==> config.mk <==
export PLATFORM = sky130hd
export DESIGN_NAME = coh_subsys
export DESIGN_NICKNAME = d
export VERILOG_FILES = /design/src/rtl/coh_pkg.sv /design/src/rtl/coh_rr_arbiter.sv /design/src/rtl/coh_mem.sv /design/src/rtl/coh_cache.sv /design/src/rtl/coh_subsys.sv
export SDC_FILE = /design/constraint.sdc
export NUM_CORES = 2
export LEC_CHECK = 0
export CAP_MARGIN = 40
export CORE_MARGIN = 2
export CORE_UTILIZATION = 55
export DETAILED_ROUTE_END_ITERATION = 8
export PLACE_DENSITY = 0.72
export SLEW_MARGIN = 20
export SYNTH_ARGS = -nofsm -noshare
export SYNTH_HDL_FRONTEND = slang
export SYNTH_HIERARCHICAL = 1
export SYNTH_SLANG_ARGS = --single-unit
==> constraint.sdc <==
create_clock -name clk -period 10.2 [get_ports clk]
set_clock_uncertainty 0.2 [all_clocks]
set_input_delay 2.04 -clock clk [delete_from_list [all_inputs] [get_ports clk]]
set_output_delay 2.04 -clock clk [all_outputs]
set_load 0.05 [all_outputs]
==> src/rtl/coh_pkg.sv <==
// Shared types for the snooping coherence subsystem.
// Assumes: nothing; pure type definitions.
package coh_pkg;
    typedef enum logic {
        MODE_INV = 1'b0,
        MODE_UPD = 1'b1
    } coh_mode_e;
endpackage

==> src/rtl/coh_rr_arbiter.sv <==
// Round-robin bus arbiter: grants one requester per cycle, starting the
// search one past the port that was granted last.
// Assumes: requesters hold their request until granted.
module coh_rr_arbiter #(
    parameter int N = 4
) (
    input  logic                         clk,
    input  logic                         rst_n,
    input  logic [N-1:0]                 req,
    output logic [N-1:0]                 gnt,
    output logic [((N>1)?$clog2(N):1)-1:0] win,
    output logic                         any
);
    localparam int PW = (N > 1) ? $clog2(N) : 1;

    logic [PW-1:0] ptr_q;

    // Pick the first requester at or after the priority pointer.
    always_comb begin
        gnt = '0;
        win = '0;
        any = 1'b0;
        for (int k = 0; k < N; k++) begin
            if (!any && req[(int'(ptr_q) + k) % N]) begin
                any = 1'b1;
                win = PW'((int'(ptr_q) + k) % N);
            end
        end
        if (any) gnt[win] = 1'b1;
    end

    // Move the priority pointer past the port just granted.
    always_ff @(posedge clk) begin
        if (!rst_n)   ptr_q <= '0;
        else if (any) ptr_q <= (int'(win) == N - 1) ? '0 : win + 1'b1;
    end

    AST_GNT_ONEHOT:  assert property (@(posedge clk) disable iff (!rst_n) $onehot0(gnt));
    AST_GNT_HAS_REQ: assert property (@(posedge clk) disable iff (!rst_n) (gnt & ~req) == '0);
endmodule

==> src/rtl/coh_mem.sv <==
// Shared main memory: combinational read at the bus address, write at the
// clock edge when the bus carries a write.
// Assumes: at most one bus transaction per cycle.
module coh_mem #(
    parameter int AW = 6,
    parameter int DW = 16
) (
    input  logic          clk,
    input  logic          rst_n,
    input  logic          we,
    input  logic [AW-1:0] addr,
    input  logic [DW-1:0] wdata,
    output logic [DW-1:0] rdata
);
    localparam int DEPTH = 1 << AW;

    logic [DW-1:0] mem_q [DEPTH];

    // Combinational read of the word the bus points at.
    assign rdata = mem_q[addr];

    // Clear on reset, otherwise take the bus write.
    always_ff @(posedge clk) begin
        if (!rst_n) begin
            for (int i = 0; i < DEPTH; i++) mem_q[i] <= '0;
        end else if (we) begin
            mem_q[addr] <= wdata;
        end
    end

    AST_MEM_WRITE: assert property (@(posedge clk) disable iff (!rst_n)
        we |=> mem_q[$past(addr)] == $past(wdata));
endmodule

==> src/rtl/coh_cache.sv <==
// Private direct-mapped write-through cache (one word per line) with a
// bus snooper. A read hit answers locally; a miss or a write asks for the bus.
// A peer write seen on the bus either clears or refreshes a matching line,
// and that effect is applied before the local read of the same cycle.
// Assumes: the request decision uses the state before the snoop, so a read
// whose line is cleared this cycle simply retries as a miss next cycle.
module coh_cache
    import coh_pkg::*;
#(
    parameter int AW = 6,
    parameter int DW = 16,
    parameter int IW = 2
) (
    input  logic          clk,
    input  logic          rst_n,
    input  coh_mode_e     mode,
    input  logic          cpu_valid,
    input  logic          cpu_write,
    input  logic [AW-1:0] cpu_addr,
    output logic          bus_req,
    output logic          rd_hit_done,
    output logic [DW-1:0] rd_hit_data,
    input  logic          bus_vld,
    input  logic          bus_wr,
    input  logic          bus_own,
    input  logic [AW-1:0] bus_addr,
    input  logic [DW-1:0] bus_data
);
    localparam int LINES = 1 << IW;
    localparam int TW    = AW - IW;

    logic [LINES-1:0] valid_q;
    logic [TW-1:0]    tag_q  [LINES];
    logic [DW-1:0]    data_q [LINES];

    logic [IW-1:0] idx, snp_idx;
    logic [TW-1:0] tag, snp_tag;
    logic          hit_pre, line_match, snp_hit, same_line;

    // Lookup for the local port and for the bus address.
    always_comb begin
        idx         = cpu_addr[IW-1:0];
        tag         = cpu_addr[AW-1:IW];
        snp_idx     = bus_addr[IW-1:0];
        snp_tag     = bus_addr[AW-1:IW];
        hit_pre     = valid_q[idx] && (tag_q[idx] == tag);
        line_match  = valid_q[snp_idx] && (tag_q[snp_idx] == snp_tag);
        snp_hit     = bus_vld && bus_wr && !bus_own && line_match;
        same_line   = snp_hit && hit_pre && (snp_idx == idx);
        bus_req     = cpu_valid && (cpu_write || !hit_pre);
        rd_hit_done = cpu_valid && !cpu_write && hit_pre &&
                      !(same_line && (mode == MODE_INV));
        rd_hit_data = (same_line && (mode == MODE_UPD)) ? bus_data : data_q[idx];
    end

    // Line state: own fill or write-hit first, else apply a peer snoop.
    always_ff @(posedge clk) begin
        if (!rst_n) begin
            valid_q <= '0;
            for (int i = 0; i < LINES; i++) begin
                tag_q[i]  <= '0;
                data_q[i] <= '0;
            end
        end else if (bus_vld && bus_own) begin
            if (!bus_wr) begin
                valid_q[snp_idx] <= 1'b1;
                tag_q[snp_idx]   <= snp_tag;
                data_q[snp_idx]  <= bus_data;
            end else if (line_match) begin
                data_q[snp_idx]  <= bus_data;
            end
        end else if (snp_hit) begin
            if (mode == MODE_INV) valid_q[snp_idx] <= 1'b0;
            else                  data_q[snp_idx]  <= bus_data;
        end
    end

    AST_INV_DROPS: assert property (@(posedge clk) disable iff (!rst_n)
        (snp_hit && mode == MODE_INV) |=> !valid_q[$past(snp_idx)]);
    AST_UPD_REFRESH: assert property (@(posedge clk) disable iff (!rst_n)
        (snp_hit && mode == MODE_UPD) |=>
        (valid_q[$past(snp_idx)] && data_q[$past(snp_idx)] == $past(bus_data)));
    AST_FILL_VALID: assert property (@(posedge clk) disable iff (!rst_n)
        (bus_vld && bus_own && !bus_wr) |=>
        (valid_q[$past(snp_idx)] && tag_q[$past(snp_idx)] == $past(snp_tag)));
    AST_HIT_NO_BUS: assert property (@(posedge clk) disable iff (!rst_n)
        rd_hit_done |-> !bus_req);
endmodule

==> src/rtl/coh_subsys.sv <==
// Four-port shared-memory subsystem: private write-through caches, one
// round-robin arbitrated bus, snoopers and the main memory array.
// A granted transaction completes in its grant cycle; a read hit completes
// in its request cycle. Assumes ports hold each request until req_ready.
module coh_subsys
    import coh_pkg::*;
#(
    parameter int NCORE   = 4,
    parameter int ADDR_W  = 6,
    parameter int DATA_W  = 16,
    parameter int INDEX_W = 2
) (
    input  logic                      clk,
    input  logic                      rst_n,
    input  logic                      mode_upd,
    input  logic [NCORE-1:0]          req_valid,
    input  logic [NCORE-1:0]          req_write,
    input  logic [NCORE*ADDR_W-1:0]   req_addr,
    input  logic [NCORE*DATA_W-1:0]   req_wdata,
    output logic [NCORE-1:0]          req_ready,
    output logic [NCORE*DATA_W-1:0]   rsp_rdata
);
    localparam int CW = (NCORE > 1) ? $clog2(NCORE) : 1;

    coh_mode_e         mode;
    logic [NCORE-1:0]  bus_req, gnt, hit_done;
    logic [CW-1:0]     win;
    logic              bus_vld, bus_wr;
    logic [ADDR_W-1:0] bus_addr;
    logic [DATA_W-1:0] bus_wdata, mem_rdata, bus_data;
    logic [DATA_W-1:0] hit_data [NCORE];

    // Decode the coherence policy.
    assign mode = mode_upd ? MODE_UPD : MODE_INV;

    coh_rr_arbiter #(.N(NCORE)) u_arb (
        .clk(clk), .rst_n(rst_n), .req(bus_req),
        .gnt(gnt), .win(win), .any(bus_vld)
    );

    // Drive the shared bus from the winning port.
    always_comb begin
        bus_addr  = req_addr[int'(win)*ADDR_W +: ADDR_W];
        bus_wdata = req_wdata[int'(win)*DATA_W +: DATA_W];
        bus_wr    = bus_vld && req_write[win];
        bus_data  = bus_wr ? bus_wdata : mem_rdata;
    end

    coh_mem #(.AW(ADDR_W), .DW(DATA_W)) u_mem (
        .clk(clk), .rst_n(rst_n), .we(bus_wr),
        .addr(bus_addr), .wdata(bus_wdata), .rdata(mem_rdata)
    );

    for (genvar i = 0; i < NCORE; i++) begin : g_port
        coh_cache #(.AW(ADDR_W), .DW(DATA_W), .IW(INDEX_W)) u_cache (
            .clk(clk), .rst_n(rst_n), .mode(mode),
            .cpu_valid(req_valid[i]), .cpu_write(req_write[i]),
            .cpu_addr(req_addr[i*ADDR_W +: ADDR_W]),
            .bus_req(bus_req[i]), .rd_hit_done(hit_done[i]),
            .rd_hit_data(hit_data[i]),
            .bus_vld(bus_vld), .bus_wr(bus_wr), .bus_own(gnt[i]),
            .bus_addr(bus_addr), .bus_data(bus_data)
        );

        // Completion and read data: the bus result wins over a local hit.
        assign req_ready[i] = gnt[i] | hit_done[i];
        assign rsp_rdata[i*DATA_W +: DATA_W] = gnt[i] ? mem_rdata : hit_data[i];

        AST_WRITE_OWNS_BUS: assert property (@(posedge clk) disable iff (!rst_n)
            (req_ready[i] && req_write[i]) |-> gnt[i]);
        AST_READY_HAS_REQ: assert property (@(posedge clk) disable iff (!rst_n)
            req_ready[i] |-> req_valid[i]);
    end
endmodule

# Yosys cells after proc, flatten, opt, wreduce, memory -nomap -nowiden
# Memories as Yosys holds them, arrays and structs flattened.
# Cells that the tools add are included.
word_totals:
  reg_bits: 18
  ramBits: 1344
  inputBits: 99
  output_inout_bits: 68
  mem_count: 9
classes:
  n_addsub: 4
  n_mul: 1
  order_cmp: 12
  n_eq_ne: 21
  n_shift: 2
  muxes: 158
  bitwise: 25
  reduce_logical: 102
memory_table:
  columns: ["name", "depth", "word_bits", "rd", "rd_ports_with_merged_regs", "write_ports", "line", "rtl"]
  rows:
  - ["u_mem.mem_q", 64, 16, 1, 0, 64, "coh_mem.sv:17", "logic [DW-1:0] mem_q [DEPTH];"]
  - ["g_port[0].u_cache.data_q", 4, 16, 1, 0, 4, "coh_cache.sv:34", "logic [DW-1:0] data_q [LINES];"]
  - ["g_port[1].u_cache.data_q", 4, 16, 1, 0, 4, "coh_cache.sv:34", null]
  - ["g_port[2].u_cache.data_q", 4, 16, 1, 0, 4, "coh_cache.sv:34", null]
  - ["g_port[3].u_cache.data_q", 4, 16, 1, 0, 4, "coh_cache.sv:34", null]
  - ["g_port[0].u_cache.tag_q", 4, 4, 2, 0, 4, "coh_cache.sv:33", "logic [TW-1:0] tag_q [LINES];"]
  - ["3 more memories", null, null, null, null, null, null, null]
op_table:
  columns: ["cell", "n"]
  rows:
  - ["16-bit two-way mux", 22]
  - ["1-bit two-way mux", 86]
  - ["4-bit two-way mux", 21]
  - ["16-bit OR reduction", 5]
  - ["64-bit by 7-bit variable part select with 16-bit output", 1]
  - ["1-bit logical AND", 59]
  - ["4-bit equality test", 8]
  - ["1-bit binary-select mux with 2-bit select", 13]
  - ["2-bit two-way mux", 13]
  - ["24-bit by 6-bit variable part select with 6-bit output", 1]
  - ["2-bit by 3-bit less-than comparator with 1-bit output, second input constant", 7]
  - ["1-bit zero test", 19]
  - ["4-bit AND", 4]
  - ["4-bit bitwise OR", 4]
  - ["4-bit OR reduction", 4]
  - ["3-bit by 4-bit less-than comparator with 1-bit output, second input constant", 3]
  - ["1-bit bitwise OR", 12]
  - ["3-bit AND reduction", 4]
  - ["2-bit != test, second input constant", 5]
  - ["2-bit equality test", 4]
  - ["2-bit nonzero test", 4]
  - ["6-bit two-way mux", 1]
  - ["2-bit by 1-bit != test with 1-bit output, second input constant", 3]
  - ["2-bit OR reduction", 3]
  - ["10 further kinds", 19]

# Logic depth before layout (Yosys ltp)
logic_depth:
  depth_word: 33
  mapped_depth: 27
  ltp_nobuf: 19

# Modules after synthesis
# The synthesis kept the hierarchy.
by_module_without_submodules:
  columns: ["mod", "instances", "cells_per_inst", "area_each_um2", "seq_area_each_um2"]
  rows:
  - ["coh_mem", 1, 3570, 46823.7, 30749.5]
  - ["coh_cache (g_port[2].u_cache)", 1, 336, 4341.7, 2482.4]
  - ["coh_cache (g_port[0].u_cache)", 1, 323, 4314.1, 2482.4]
  - ["coh_cache (g_port[1].u_cache)", 1, 329, 4306.6, 2482.4]
  - ["coh_cache (g_port[3].u_cache)", 1, 320, 4265.3, 2482.4]
  - ["coh_subsys", 1, 126, 1660.3, 0.0]
  - ["coh_rr_arbiter", 1, 30, 262.8, 40.0]

# Worst setup path after synthesis
# No wires, ideal clock.
synth_timing:
  kind: "input -> output"
  from: "in req_addr[1]"
  to: "out rsp_rdata[16]"
  arrival_time_ns: 7.598
  setup_slack_ns: 0.362
  stages: 24
  path_cell_list: "buf_2 -> buf_2 -> mux4_2 -> xnor2_1 -> o211ai_1 -> nor2_1 -> nor2b_1 -> mux2i_1 -> nor2_1 -> nor3_1 -> buf_6 -> buf_12 -> mux4_1 -> nor2b_1 -> clkbuf_1 -> nand2_1 -> clkbuf_1 -> o22ai_1 -> o21ai_0 -> nand4_1 -> or4_1 -> mux2_2 -> mux2_2 -> mux2_2"
synth_rtl:
  columns: ["element", "line", "rtl"]
  rows:
  - ["start, declared", "coh_subsys.sv:18", "input logic [NCORE*ADDR_W-1:0] req_addr,"]
  - ["end, declared", "coh_subsys.sv:21", "output logic [NCORE*DATA_W-1:0] rsp_rdata"]

==> results.ini <==
[placement]
portBuffers=166
hpwl_mm=144.4
place.gp.congestion=1.013
preCtsSetupSlack_ns=-1.201

[drt]
detail_route.iter0.violations=7945
dr.max_layer_used=met5
vias=48000
wl_met2_mm=96.88
drtPass1Iterations=9
wl_mm=223.0
met3_wirelength_mm=32.24
via_per_inst=6.562
drcViolationCount=4
ant_nets=0
wl_per_cell_um=30.49
wirelength_met1_mm=79.19

[synth]
syn_inst=5034
synth-seq-cells=1362
async_flop_share_pct=0
synth_area_per_cell_um2=13.11
synth_compound_area_share_pct=8.460
syn_area_um2=65970
synth_fa_ha_area_share_pct=0.07586
synth_top_family_by_area=simple AND/OR/NAND/NOR gates
synthFlopType=edfxtp_1
synthMuxAreaShare_pct=9.771
ys_types=91
synth_edf_count=1344
synthSimpleGateAreaFrac_pct=15.55
yosys_warnings=6
seq_area_frac_synth_pct=61.72
synth_fp_nets=5137
synth_xor_area_share_pct=0.8439

[setup_path]
reg2reg_from=g_port[0].u_cache/tag_q[2][3]
crit_start=req_addr[7]
path_class=in2out
cp-end-kind=primary output
arrival_ns=8.09
start_kind=input port
reg2reg_to=g_port[2].u_cache/data_q[1][1]
critPathRequiredTime_ns=7.96
endpoint=rsp_rdata[48]
ff2ff_setup_slack_ns=3.66
crit_path_max_fanout=5
ff2ff_path_depth=24

[floorplanning]
ios=167
initial_utilization_pct=55.21
dieHeight_um=350.3
fp-row-count=127
die_area_um2=122700
core_um2=119500
fp.dieW_um=350.3

[global_route]
grt_pass1_wl_mm=317.5
grt_remaining_overflow=0
grt_pass1_vias=46750
track_usage_pct=35.95
antenna_found_initial=12
grt_max_degree=124

[clock_network]
ctsHoldBuffers=0
cts_tree=done
cts.path.max_buffers=3
cts_made_buffers=144
cts.clk_slew.worst_paths_ns=0.06
cts.sinks=1362
htreeDepth=4
clk_latency_ns=0.78
cts_root_buf=clkbuf_16

[power_and_ir_drop]
ir_drop_mv=0.2099
leakage_nw=30.10
powerDensity_nw_per_um2=218.5

[status]
violations=design-rule violations, negative setup slack
outcome=finished with violations

[sta]
rsz0062_at_grt=true
period_minus_slack_ns=10.33
period_share_pct=101.3
setup_viol=31
max_freq_mhz=96.80
setup_ws_ns=-0.1308
maxSlewViolCount=0
worst_pin_slew_ns=0.9774
finalSetupTns_ns=-1.828
relSlewSlack_pct=34.84
hold_viol_final=0

[cells_and_area]
final_util_pct=66.67
syn_to_final_growth_pct=20.76
drive_above_1_share_pct=26.22
num-nets-final=5678

[flow_run]
maxCapViolCount=0

[worst_hold_path]
hold_path.class=reg2reg

## repair_timing
| item | in CTS | in global routing |
|---|---|---|
| resized for setup | 143 | 187 |
| endpoints found under the setup margin | 64 | 64 |
| pin swaps | 42 | 46 |
| gates cloned | 9 | 0 |
| setup buffers | 78 | 25 |
## worst min-delay path by stage
stage / from / endpoint / cells past startpoint
2_1_floorplan: flip-flop / flip-flop / 2
3_3_place_gp: flip-flop / flip-flop / 2
3_5_place_dp: flip-flop / flip-flop / 2
4_1_cts: flip-flop / flip-flop / 2
5_1_grt: flip-flop / flip-flop / 2
6_report: flip-flop / flip-flop / 2
## final cells by class
cell class | count | area (µm²)
Timing Repair Buffer | 888 | 8378
Antenna cell | 8 | 20.02
Clock inverter | 85 | 705.7
Tap cell | 1612 | 2017
Fill cell | 8391 | 39820
Clock buffer | 180 | 3834
Sequential cell | 1362 | 40720
Inverter | 26 | 97.59
Multi-Input combinational cell | 3153 | 23900
## cell usage in the layout, fill, tap and decap left out, types with 20 or more instances in the layout
cell,instances
o21ai_1,86
mux2_4,80
and2_1,988
a221oi_2,27
mux2i_1,134
clkinv_1,27
xnor2_1,34
o22ai_1,46
a21oi_1,62
buf_4,631
buf_6,48
clkinv_2,35
o221ai_1,20
a221oi_1,164
xor2_1,22
nor3_1,196
a22oi_1,127
mux2_2,119
buf_12,73
nand2_1,151
clkdlybuf4s50_1,77
and3_1,67
buf_8,22
o21ai_0,82
clkbuf_16,148
mux4_2,100
inv_1,23
edfxtp_1,1344
clkbuf_1,31
nor2_1,308
## routing by layer
layer  vias up  GRT usage [%]
li1      19960              -
met2      3640          52.36
met4        12          21.36
met5         -         0.4710
met1     23640          46.93
met3       746          12.04
## through the flow
step | total power, W | cell area, µm² | cells | hold slack, ns
after floorplan | 0.009103 | 65970 | 5034 | 0.2455
after global placement | 0.01157 | 72120 | 6858 | 0.2773
after detailed placement | 0.01168 | 72820 | 6924 | 0.2800
after CTS | 0.01694 | 78570 | 7270 | 0.2899
after global routing | 0.01771 | 79650 | 7307 | 0.3054
final | 0.01740 | 79670 | 7314 | 0.2944
## cell usage after synthesis, types with 9 or more instances
| cell type | instances | share of area (%) |
|---|---|---|
| buf_1 | 48 | 0.27 |
| mux2_2 | 145 | 2.5 |
| o21ai_0 | 170 | 1.3 |
| nor2_1 | 321 | 1.8 |
| a22o_1 | 10 | 0.13 |
| a221o_1 | 12 | 0.18 |
| xnor2_1 | 36 | 0.48 |
| or2_2 | 12 | 0.11 |
| nand2_1 | 152 | 0.86 |
| nor2b_1 | 14 | 0.13 |
| buf_4 | 14 | 0.16 |
| o22ai_1 | 54 | 0.51 |
| buf_6 | 18 | 0.31 |
| or3_1 | 9 | 0.085 |
| a21oi_1 | 72 | 0.55 |
| o221ai_1 | 23 | 0.31 |
| clkbuf_1 | 328 | 1.9 |
| dfxtp_1 | 18 | 0.55 |
| nand3_1 | 17 | 0.13 |
| a211oi_1 | 13 | 0.15 |
| edfxtp_1 | 1344 | 61 |
| a22oi_1 | 134 | 1.5 |
| mux2i_1 | 146 | 2.2 |
| inv_1 | 24 | 0.14 |
| mux2_4 | 54 | 1.2 |
| xor2_1 | 22 | 0.29 |
| and2_1 | 991 | 9.4 |
| nor4_1 | 13 | 0.12 |
| nor3_1 | 198 | 1.5 |
| mux4_2 | 101 | 3.4 |
| nand4_1 | 10 | 0.095 |
| buf_2 | 79 | 0.60 |
| o211ai_1 | 12 | 0.14 |
| nand2b_1 | 10 | 0.095 |
| and3_1 | 68 | 0.64 |
| a221oi_1 | 196 | 2.6 |
## cell families after synthesis
family	Yosys count
DFF	1362
and+or+nand+nor	1853
adders and majority gates	4
AOI/OAI and AO/OA	774
xor gates and xnor gates	61
muxes	459
buffers and inverters	521
## flip-flops by register name, indices dropped and copies added, names as in the netlist, named ones only
name and cells:
u_arb/ptr_q 2, u_mem/mem_q 1024, g_port.u_cache/tag_q 64, g_port.u_cache/data_q 256
## critical path, cell delays in order
cell	delay, ns
buf_6	0.12
buf_12	0.16
buf_4	0.14
mux2_2	0.33
nand2_1	0.09
o32ai_2	0.09
o211ai_2	0.10
nor2_2	0.08
nor2_4	0.25
a21oi_4	0.11
nor3_4	0.22
buf_6	0.14
mux4_4	0.71
buf_12	0.20
nor2b_4	0.15
buf_12	0.15
a222oi_1	0.42
a21oi_1	0.18
o21ai_2	0.29
nand4_1	0.25
or4_4	0.62
mux2_4	0.34
buf_12	0.15
mux2_2	0.25
mux2_4	0.31
buf_8	0.16
## power by group
part	switching [W]	internal, W
clock	0.00223	0.00289
sequential	0.0000920	0.00642
combinational	0.00379	0.00199
total	0.00610	0.0113
Power figures use the tool's default switching activity.
